**config.mk**
```make
export PLATFORM = sky130hd
export DESIGN_NAME = uniform_dispatch
export DESIGN_NICKNAME = d
export VERILOG_FILES = /design/src/rtl/disp_pkg.sv /design/src/rtl/insn_window.sv /design/src/rtl/issue_select.sv /design/src/rtl/unit_binder.sv /design/src/rtl/uniform_dispatch.sv
export SDC_FILE = /design/constraint.sdc
export NUM_CORES = 1
export LEC_CHECK = 0
export BUFFER_PORTS_ARGS = -buffer_cell sky130_fd_sc_hd__buf_4
export CELL_PAD_IN_SITES_DETAIL_PLACEMENT = 1
export CELL_PAD_IN_SITES_GLOBAL_PLACEMENT = 1
export CORE_ASPECT_RATIO = 1.25
export CORE_UTILIZATION = 25
export DETAILED_ROUTE_END_ITERATION = 10
export PLACE_DENSITY = 0.55
export SYNTH_ARGS = -nofsm -noshare
export SYNTH_HDL_FRONTEND = slang
export SYNTH_SLANG_ARGS = --single-unit
```
**constraint.sdc**
```tcl
create_clock -name clk_i -period 11.7 [get_ports clk_i]
set_input_delay 3.51 -clock clk_i [delete_from_list [all_inputs] [get_ports clk_i]]
set_output_delay 3.51 -clock clk_i [all_outputs]
set_load 0.05 [all_outputs]
```
**src/rtl/disp_pkg.sv**
```systemverilog
package disp_pkg;
  localparam int unsigned DEF_ISSUE_MAX = 8;

  typedef enum logic {
    UNIT_IDLE = 1'b0,
    UNIT_BUSY = 1'b1
  } unit_state_e;
endpackage

```
**src/rtl/insn_window.sv**
```systemverilog
module insn_window #(
  parameter int unsigned DEPTH = 16,
  parameter int unsigned OP_W  = 8,
  parameter int unsigned PEEK  = 8,
  localparam int unsigned IDX_W  = $clog2(DEPTH),
  localparam int unsigned CNT_W  = $clog2(DEPTH + 1),
  localparam int unsigned TAKE_W = $clog2(PEEK + 1)
) (
  input  logic                           clk_i,
  input  logic                           rst_ni,
  input  logic                           push_i,
  input  logic [OP_W-1:0]                op_i,
  input  logic                           dep_i,
  input  logic [TAKE_W-1:0]              pop_cnt_i,
  output logic [CNT_W-1:0]               count_o,
  output logic [PEEK-1:0][OP_W-1:0]      peek_op_o,
  output logic [PEEK-1:0]                peek_dep_o
);
  logic [DEPTH-1:0][OP_W-1:0] op_q;
  logic [DEPTH-1:0]           dep_q;
  logic [IDX_W-1:0]           head_q, tail_q;
  logic [CNT_W-1:0]           count_q;

  function automatic logic [IDX_W-1:0] wrap_add(input logic [IDX_W-1:0] base,
                                                input int unsigned step);
    int unsigned s;
    s = int'(base) + step;
    if (s >= DEPTH) s = s - DEPTH;
    return IDX_W'(s);
  endfunction

  always_ff @(posedge clk_i or negedge rst_ni) begin
    if (!rst_ni) begin
      op_q    <= '0;
      dep_q   <= '0;
      head_q  <= '0;
      tail_q  <= '0;
      count_q <= '0;
    end else begin
      if (push_i) begin
        op_q[tail_q]  <= op_i;
        dep_q[tail_q] <= dep_i;
        tail_q        <= wrap_add(tail_q, 1);
      end
      head_q  <= wrap_add(head_q, int'(pop_cnt_i));
      count_q <= count_q + CNT_W'(push_i) - CNT_W'(pop_cnt_i);
    end
  end

  for (genvar i = 0; i < PEEK; i++) begin : g_peek
    logic [IDX_W-1:0] idx;
    assign idx           = wrap_add(head_q, i);
    assign peek_op_o[i]  = op_q[idx];
    assign peek_dep_o[i] = dep_q[idx];
  end

  assign count_o = count_q;
endmodule

```
**src/rtl/issue_select.sv**
```systemverilog
module issue_select #(
  parameter int unsigned PEEK      = 8,
  parameter int unsigned NUM_UNITS = 8,
  parameter int unsigned CNT_W     = 5,
  localparam int unsigned FREE_W = $clog2(NUM_UNITS + 1),
  localparam int unsigned TAKE_W = $clog2(PEEK + 1)
) (
  input  logic [CNT_W-1:0]  count_i,
  input  logic [PEEK-1:0]   dep_i,
  input  logic [FREE_W-1:0] free_cnt_i,
  input  logic              all_idle_i,
  output logic [PEEK-1:0]   take_o,
  output logic [TAKE_W-1:0] take_cnt_o
);
  // Stops at the first entry that cannot go; nothing passes a held entry.
  always_comb begin
    logic go;
    go         = 1'b1;
    take_o     = '0;
    take_cnt_o = '0;
    for (int i = 0; i < PEEK; i++) begin
      logic ok;
      ok = go && (i < int'(count_i)) && (i < int'(free_cnt_i)) &&
           (!dep_i[i] || (i == 0 && all_idle_i));
      take_o[i] = ok;
      go        = ok;
      if (ok) take_cnt_o = take_cnt_o + 1'b1;
    end
  end
endmodule

```
**src/rtl/unit_binder.sv**
```systemverilog
module unit_binder
  import disp_pkg::*;
#(
  parameter int unsigned NUM_UNITS = 8,
  parameter int unsigned PEEK      = 8,
  parameter int unsigned OP_W      = 8,
  localparam int unsigned FREE_W = $clog2(NUM_UNITS + 1)
) (
  input  logic                           clk_i,
  input  logic                           rst_ni,
  input  logic [PEEK-1:0]                take_i,
  input  logic [PEEK-1:0][OP_W-1:0]      op_i,
  input  logic [NUM_UNITS-1:0]           done_i,
  output logic [NUM_UNITS-1:0]           issue_valid_o,
  output logic [NUM_UNITS-1:0][OP_W-1:0] issue_op_o,
  output logic [FREE_W-1:0]              free_cnt_o,
  output logic                           all_idle_o
);
  unit_state_e [NUM_UNITS-1:0] state_q;
  logic        [NUM_UNITS-1:0] free;

  for (genvar u = 0; u < NUM_UNITS; u++) begin : g_unit
    assign free[u] = (state_q[u] == UNIT_IDLE);

    always_ff @(posedge clk_i or negedge rst_ni) begin
      if (!rst_ni)               state_q[u] <= UNIT_IDLE;
      else if (issue_valid_o[u]) state_q[u] <= UNIT_BUSY;
      else if (done_i[u])        state_q[u] <= UNIT_IDLE;
    end
  end

  // k-th free unit (from index 0) receives the k-th taken slot.
  always_comb begin
    int rank;
    rank          = 0;
    issue_valid_o = '0;
    issue_op_o    = '0;
    for (int u = 0; u < NUM_UNITS; u++) begin
      if (free[u]) begin
        if (rank < PEEK) begin
          issue_valid_o[u] = take_i[rank];
          issue_op_o[u]    = take_i[rank] ? op_i[rank] : '0;
        end
        rank = rank + 1;
      end
    end
  end

  always_comb begin
    free_cnt_o = '0;
    for (int u = 0; u < NUM_UNITS; u++) free_cnt_o = free_cnt_o + FREE_W'(free[u]);
  end

  assign all_idle_o = &free;
endmodule

```
**src/rtl/uniform_dispatch.sv**
```systemverilog
module uniform_dispatch
  import disp_pkg::*;
#(
  parameter int unsigned NUM_UNITS = 8,
  parameter int unsigned WIN_DEPTH = 16,
  parameter int unsigned ISSUE_MAX = DEF_ISSUE_MAX,
  parameter int unsigned OP_W      = 8
) (
  input  logic                        clk_i,
  input  logic                        rst_ni,
  input  logic                        in_valid_i,
  input  logic [OP_W-1:0]             in_op_i,
  input  logic                        in_dep_i,
  output logic                        in_ready_o,
  output logic [NUM_UNITS-1:0]        issue_valid_o,
  output logic [NUM_UNITS*OP_W-1:0]   issue_op_o,
  input  logic [NUM_UNITS-1:0]        done_i
);
  localparam int unsigned CNT_W  = $clog2(WIN_DEPTH + 1);
  localparam int unsigned FREE_W = $clog2(NUM_UNITS + 1);
  localparam int unsigned TAKE_W = $clog2(ISSUE_MAX + 1);

  logic [CNT_W-1:0]                count;
  logic [ISSUE_MAX-1:0][OP_W-1:0]  peek_op;
  logic [ISSUE_MAX-1:0]            peek_dep;
  logic [ISSUE_MAX-1:0]            take;
  logic [TAKE_W-1:0]               take_cnt;
  logic [FREE_W-1:0]               free_cnt;
  logic                            all_idle;
  logic                            push;
  logic [NUM_UNITS-1:0][OP_W-1:0]  unit_op;

  assign in_ready_o = (count < CNT_W'(WIN_DEPTH));
  assign push       = in_valid_i && in_ready_o;

  insn_window #(
    .DEPTH (WIN_DEPTH),
    .OP_W  (OP_W),
    .PEEK  (ISSUE_MAX)
  ) u_window (
    .clk_i      (clk_i),
    .rst_ni     (rst_ni),
    .push_i     (push),
    .op_i       (in_op_i),
    .dep_i      (in_dep_i),
    .pop_cnt_i  (take_cnt),
    .count_o    (count),
    .peek_op_o  (peek_op),
    .peek_dep_o (peek_dep)
  );

  issue_select #(
    .PEEK      (ISSUE_MAX),
    .NUM_UNITS (NUM_UNITS),
    .CNT_W     (CNT_W)
  ) u_select (
    .count_i    (count),
    .dep_i      (peek_dep),
    .free_cnt_i (free_cnt),
    .all_idle_i (all_idle),
    .take_o     (take),
    .take_cnt_o (take_cnt)
  );

  unit_binder #(
    .NUM_UNITS (NUM_UNITS),
    .PEEK      (ISSUE_MAX),
    .OP_W      (OP_W)
  ) u_binder (
    .clk_i         (clk_i),
    .rst_ni        (rst_ni),
    .take_i        (take),
    .op_i          (peek_op),
    .done_i        (done_i),
    .issue_valid_o (issue_valid_o),
    .issue_op_o    (unit_op),
    .free_cnt_o    (free_cnt),
    .all_idle_o    (all_idle)
  );

  assign issue_op_o = unit_op;
endmodule

```
==> results.rst <==
.. list-table::
   :header-rows: 1

   * - Metric
     - Value
   * - Synthesis-stage register bit count
     - 165
   * - Most frequent cells in the layout
     - sky130_fd_sc_hd__mux4_2 (275), sky130_fd_sc_hd__dfrtp_1 (163), sky130_fd_sc_hd__mux2_2 (156)
   * - DRT Pass-1 Iters
     - 5
   * - Global placer's final weighted congestion
     - 0.835
   * - Setup bufs post-CTS
     - 0
   * - Core ar.
     - 64400 um2
   * - Part of the Yosys area used for sequential elements
     - 0.253
   * - Clock root cell
     - sky130_fd_sc_hd__clkbuf_16
   * - Count of fill cells added during filler insertion
     - 6993
   * - Overall fraction of global-route tracks in use
     - 0.186
   * - Clock transition at path regs
     - 0.07 ns
   * - Post-Synthesis Cells
     - 1296
   * - Post-layout utilization of the core
     - 0.290
   * - Most frequent standard cell in the layout excluding fill and tap cells
     - sky130_fd_sc_hd__mux4_2
   * - Clock period minus worst slack
     - 11.21 ns
   * - Number of synthesis warnings
     - 0
   * - Level count of the clock H-tree
     - 4
   * - Startpoint kind of the worst setup timing path
     - flop
   * - Starting DRC count in detailed routing
     - 1008
   * - Transition time of the tightest slew-check pin
     - 1.10 ns
   * - Most frequently used flop master after synthesis
     - sky130_fd_sc_hd__dfrtp_1
   * - Area of the die
     - 66200 um2
   * - Chip Width
     - 230 um
   * - CTS Buf Count
     - 17
   * - Initial core utilization
     - 0.253
   * - Count of unique library cells instantiated by Yosys
     - 72
   * - Nature of the critical path endpoint
     - output port
   * - Maximum number of pins on one net before global-route repair
     - 65
   * - Area of the mapped netlist
     - 16300 um2
   * - Total number of clock tree sinks
     - 165
   * - # DRC
     - 0
   * - Via/cell ratio
     - 5.75
   * - Vias in the first global route
     - 13.6k
   * - Number of max-slew violations in the final report
     - 0
   * - Post-cts gate resize count
     - 0
   * - Post-Route Setup TNS
     - 0 ns
   * - Hold-fix buffer count after cts
     - 0
   * - Nets
     - 1414
   * - Detailed placement HPWL
     - 45.0 mm
   * - Hold violation total from the final report
     - 0
   * - Height of the die
     - 288 um
   * - Hold Path Class
     - reg -> reg
   * - Mean instance size in the synthesized netlist
     - 12.6 um2
   * - Clock latency at the later pin of the worst-skew pair
     - 0.47 ns
   * - Number of core rows
     - 104
   * - Global route overflow
     - 0
   * - Count of maximum capacitance violations
     - 0
   * - Initial antenna violation count
     - 1
   * - Routed length per placed instance
     - 27.3 um
   * - Setup Skew
     - 0.0194 ns
   * - Number of port buffers
     - 92
   * - Period Utilization, post-route
     - 0.958
   * - Total via count in the routed design
     - 12.7k
   * - Post-Syn Nets
     - 1357
   * - CTS tree
     - done
   * - Proportion of layout cells with a drive suffix above 1
     - 0.473
   * - Diode count
     - 0
   * - Synth async-reset ratio
     - 1.00
   * - Worst hold-check slack
     - 0.552 ns
   * - Worst slew margin relative to its limit
     - 0.263
   * - Max Buffers Root-to-Sink
     - 2
   * - Category of the critical setup timing path
     - reg -> out
   * - Setup violation total in the final timing report
     - 0
   * - Post-synth EDFFs
     - 0
   * - Required time of the critical path
     - 8.19 ns
   * - Layout area overhead
     - 14.5%
   * - Unrepaired setup endpoints after global routing
     - no
   * - Fmax
     - 89.2 MHz
   * - Antenna Violating Nets Remaining
     - 0
   * - Maximum fanout encountered on the critical timing path
     - 12
   * - IO Pins
     - 93
   * - Run status
     - finished, final reports clean
   * - Post-Route WL
     - 60.4 mm
   * - First-pass GRT wire length
     - 92.4 mm
   * - Crit path arrival time
     - 7.70 ns
==> path summary, 6_finish.rpt <==
kind | endpoint | start | slack (ns) | cells after the start
max | issue_op_o[58] | u_binder.state_q[0]$_DFFE_PN0P_ | 0.49 | 17
min | u_window.tail_q[3]$_DFFE_PN0P_ | u_window.tail_q[3]$_DFFE_PN0P_ | 0.55 | 1
max reg2reg | u_window.count_o[4]$_DFF_PN0_ | u_binder.state_q[0]$_DFFE_PN0P_ | 2.50 | 32
min reg2reg | u_window.tail_q[3]$_DFFE_PN0P_ | u_window.tail_q[3]$_DFFE_PN0P_ | 0.55 | 1
max in group asynchronous | u_window.op_q[116]$_DFFE_PN0P_ | rst_ni | 7.31 | 2
min in group asynchronous | u_window.head_q[0]$_DFF_PN0_ | rst_ni | 3.04 | 1
==> per-layer routing <==
metal,GRT usage,part of all wire,vias to the layer above
li1,-,-,5258
met1,0.228,0.40,6927
met2,0.328,0.52,431
met3,0.0240,0.043,114
met4,0.0786,0.036,2
met5,0,0.00015,-
==> through the flow <==
stage / instance area (um2) / worst slack [ns] / instances
floorplan: 16300 / 0.418 / 1296
global placement: 18100 / 1.20 / 2182
detailed placement: 18100 / 0.975 / 2182
CTS: 18700 / 0.476 / 2214
global route: 18700 / 0.133 / 2214
finish: 18700 / 0.488 / 2214
==> state kept, by name (all words and copies together), names as in the netlist <==
| signal | cells |
|---|---|
| u_window.dep_q | 16 |
| u_window.head_q | 4 |
| u_window.tail_q | 4 |
| u_binder.state_q | 8 |
| u_window.op_q | 128 |
| u_window.count_o | 5 |
==> cells in the mapped netlist, types with 16 or more instances <==
library cell,count,area [um2]
sky130_fd_sc_hd__a311oi_1,16,140
sky130_fd_sc_hd__buf_2,22,110
sky130_fd_sc_hd__inv_1,39,146
sky130_fd_sc_hd__mux4_2,275,6190
sky130_fd_sc_hd__a21oi_1,56,280
sky130_fd_sc_hd__o21ai_0,22,110
sky130_fd_sc_hd__mux2i_1,19,190
sky130_fd_sc_hd__buf_1,21,78.8
sky130_fd_sc_hd__and2_1,26,163
sky130_fd_sc_hd__nand3_1,16,80.1
sky130_fd_sc_hd__clkbuf_1,47,176
sky130_fd_sc_hd__nor2_1,67,251
sky130_fd_sc_hd__xnor2_1,28,245
sky130_fd_sc_hd__ha_1,35,438
sky130_fd_sc_hd__nand2_1,136,510
sky130_fd_sc_hd__dfrtp_1,165,4130
sky130_fd_sc_hd__mux2_2,156,1760
==> logic make-up (layout without fill, tap and decap cells) <==
kind of cell	Yosys count	in the layout	synth area share
xor gates and xnor gates	41	41	0.0239
buffers and inverters	142	212	0.0362
AOI/OAI and AO/OA	155	155	0.0639
and+or+nand+nor	299	299	0.0843
muxes	453	453	0.504
DFF	165	165	0.253
adders and majority gates	41	41	0.0342
==> cell type report <==
class,instances,area (um2),share of cell area
multi-input cells,989,11700,0.628
flip-flops and latches,165,4140,0.222
well taps,848,1060,0.0568
repair buffers,134,1010,0.0541
clock buffers,18,439,0.0235
inverters,46,173,0.00925
clock inverters,14,126,0.00677
==> critical path: stages (launching register included) <==
cell	delay, ns
sky130_fd_sc_hd__dfrtp_1	0.32
sky130_fd_sc_hd__buf_4	0.18
sky130_fd_sc_hd__clkinv_1	0.27
sky130_fd_sc_hd__ha_1	0.70
sky130_fd_sc_hd__fa_1	0.54
sky130_fd_sc_hd__fa_1	0.51
sky130_fd_sc_hd__fa_1	0.42
sky130_fd_sc_hd__fa_1	0.50
sky130_fd_sc_hd__and2_0	0.20
sky130_fd_sc_hd__a21oi_1	0.32
sky130_fd_sc_hd__o32ai_1	0.17
sky130_fd_sc_hd__or4_1	0.59
sky130_fd_sc_hd__nor3_4	0.28
sky130_fd_sc_hd__and3_1	0.50
sky130_fd_sc_hd__a41oi_1	0.17
sky130_fd_sc_hd__or4_1	1.00
sky130_fd_sc_hd__a21oi_2	0.32
sky130_fd_sc_hd__buf_4	0.24
Power is not shown: default switching activity piles up to over one toggle a cycle in this logic, so the estimate is an artifact.
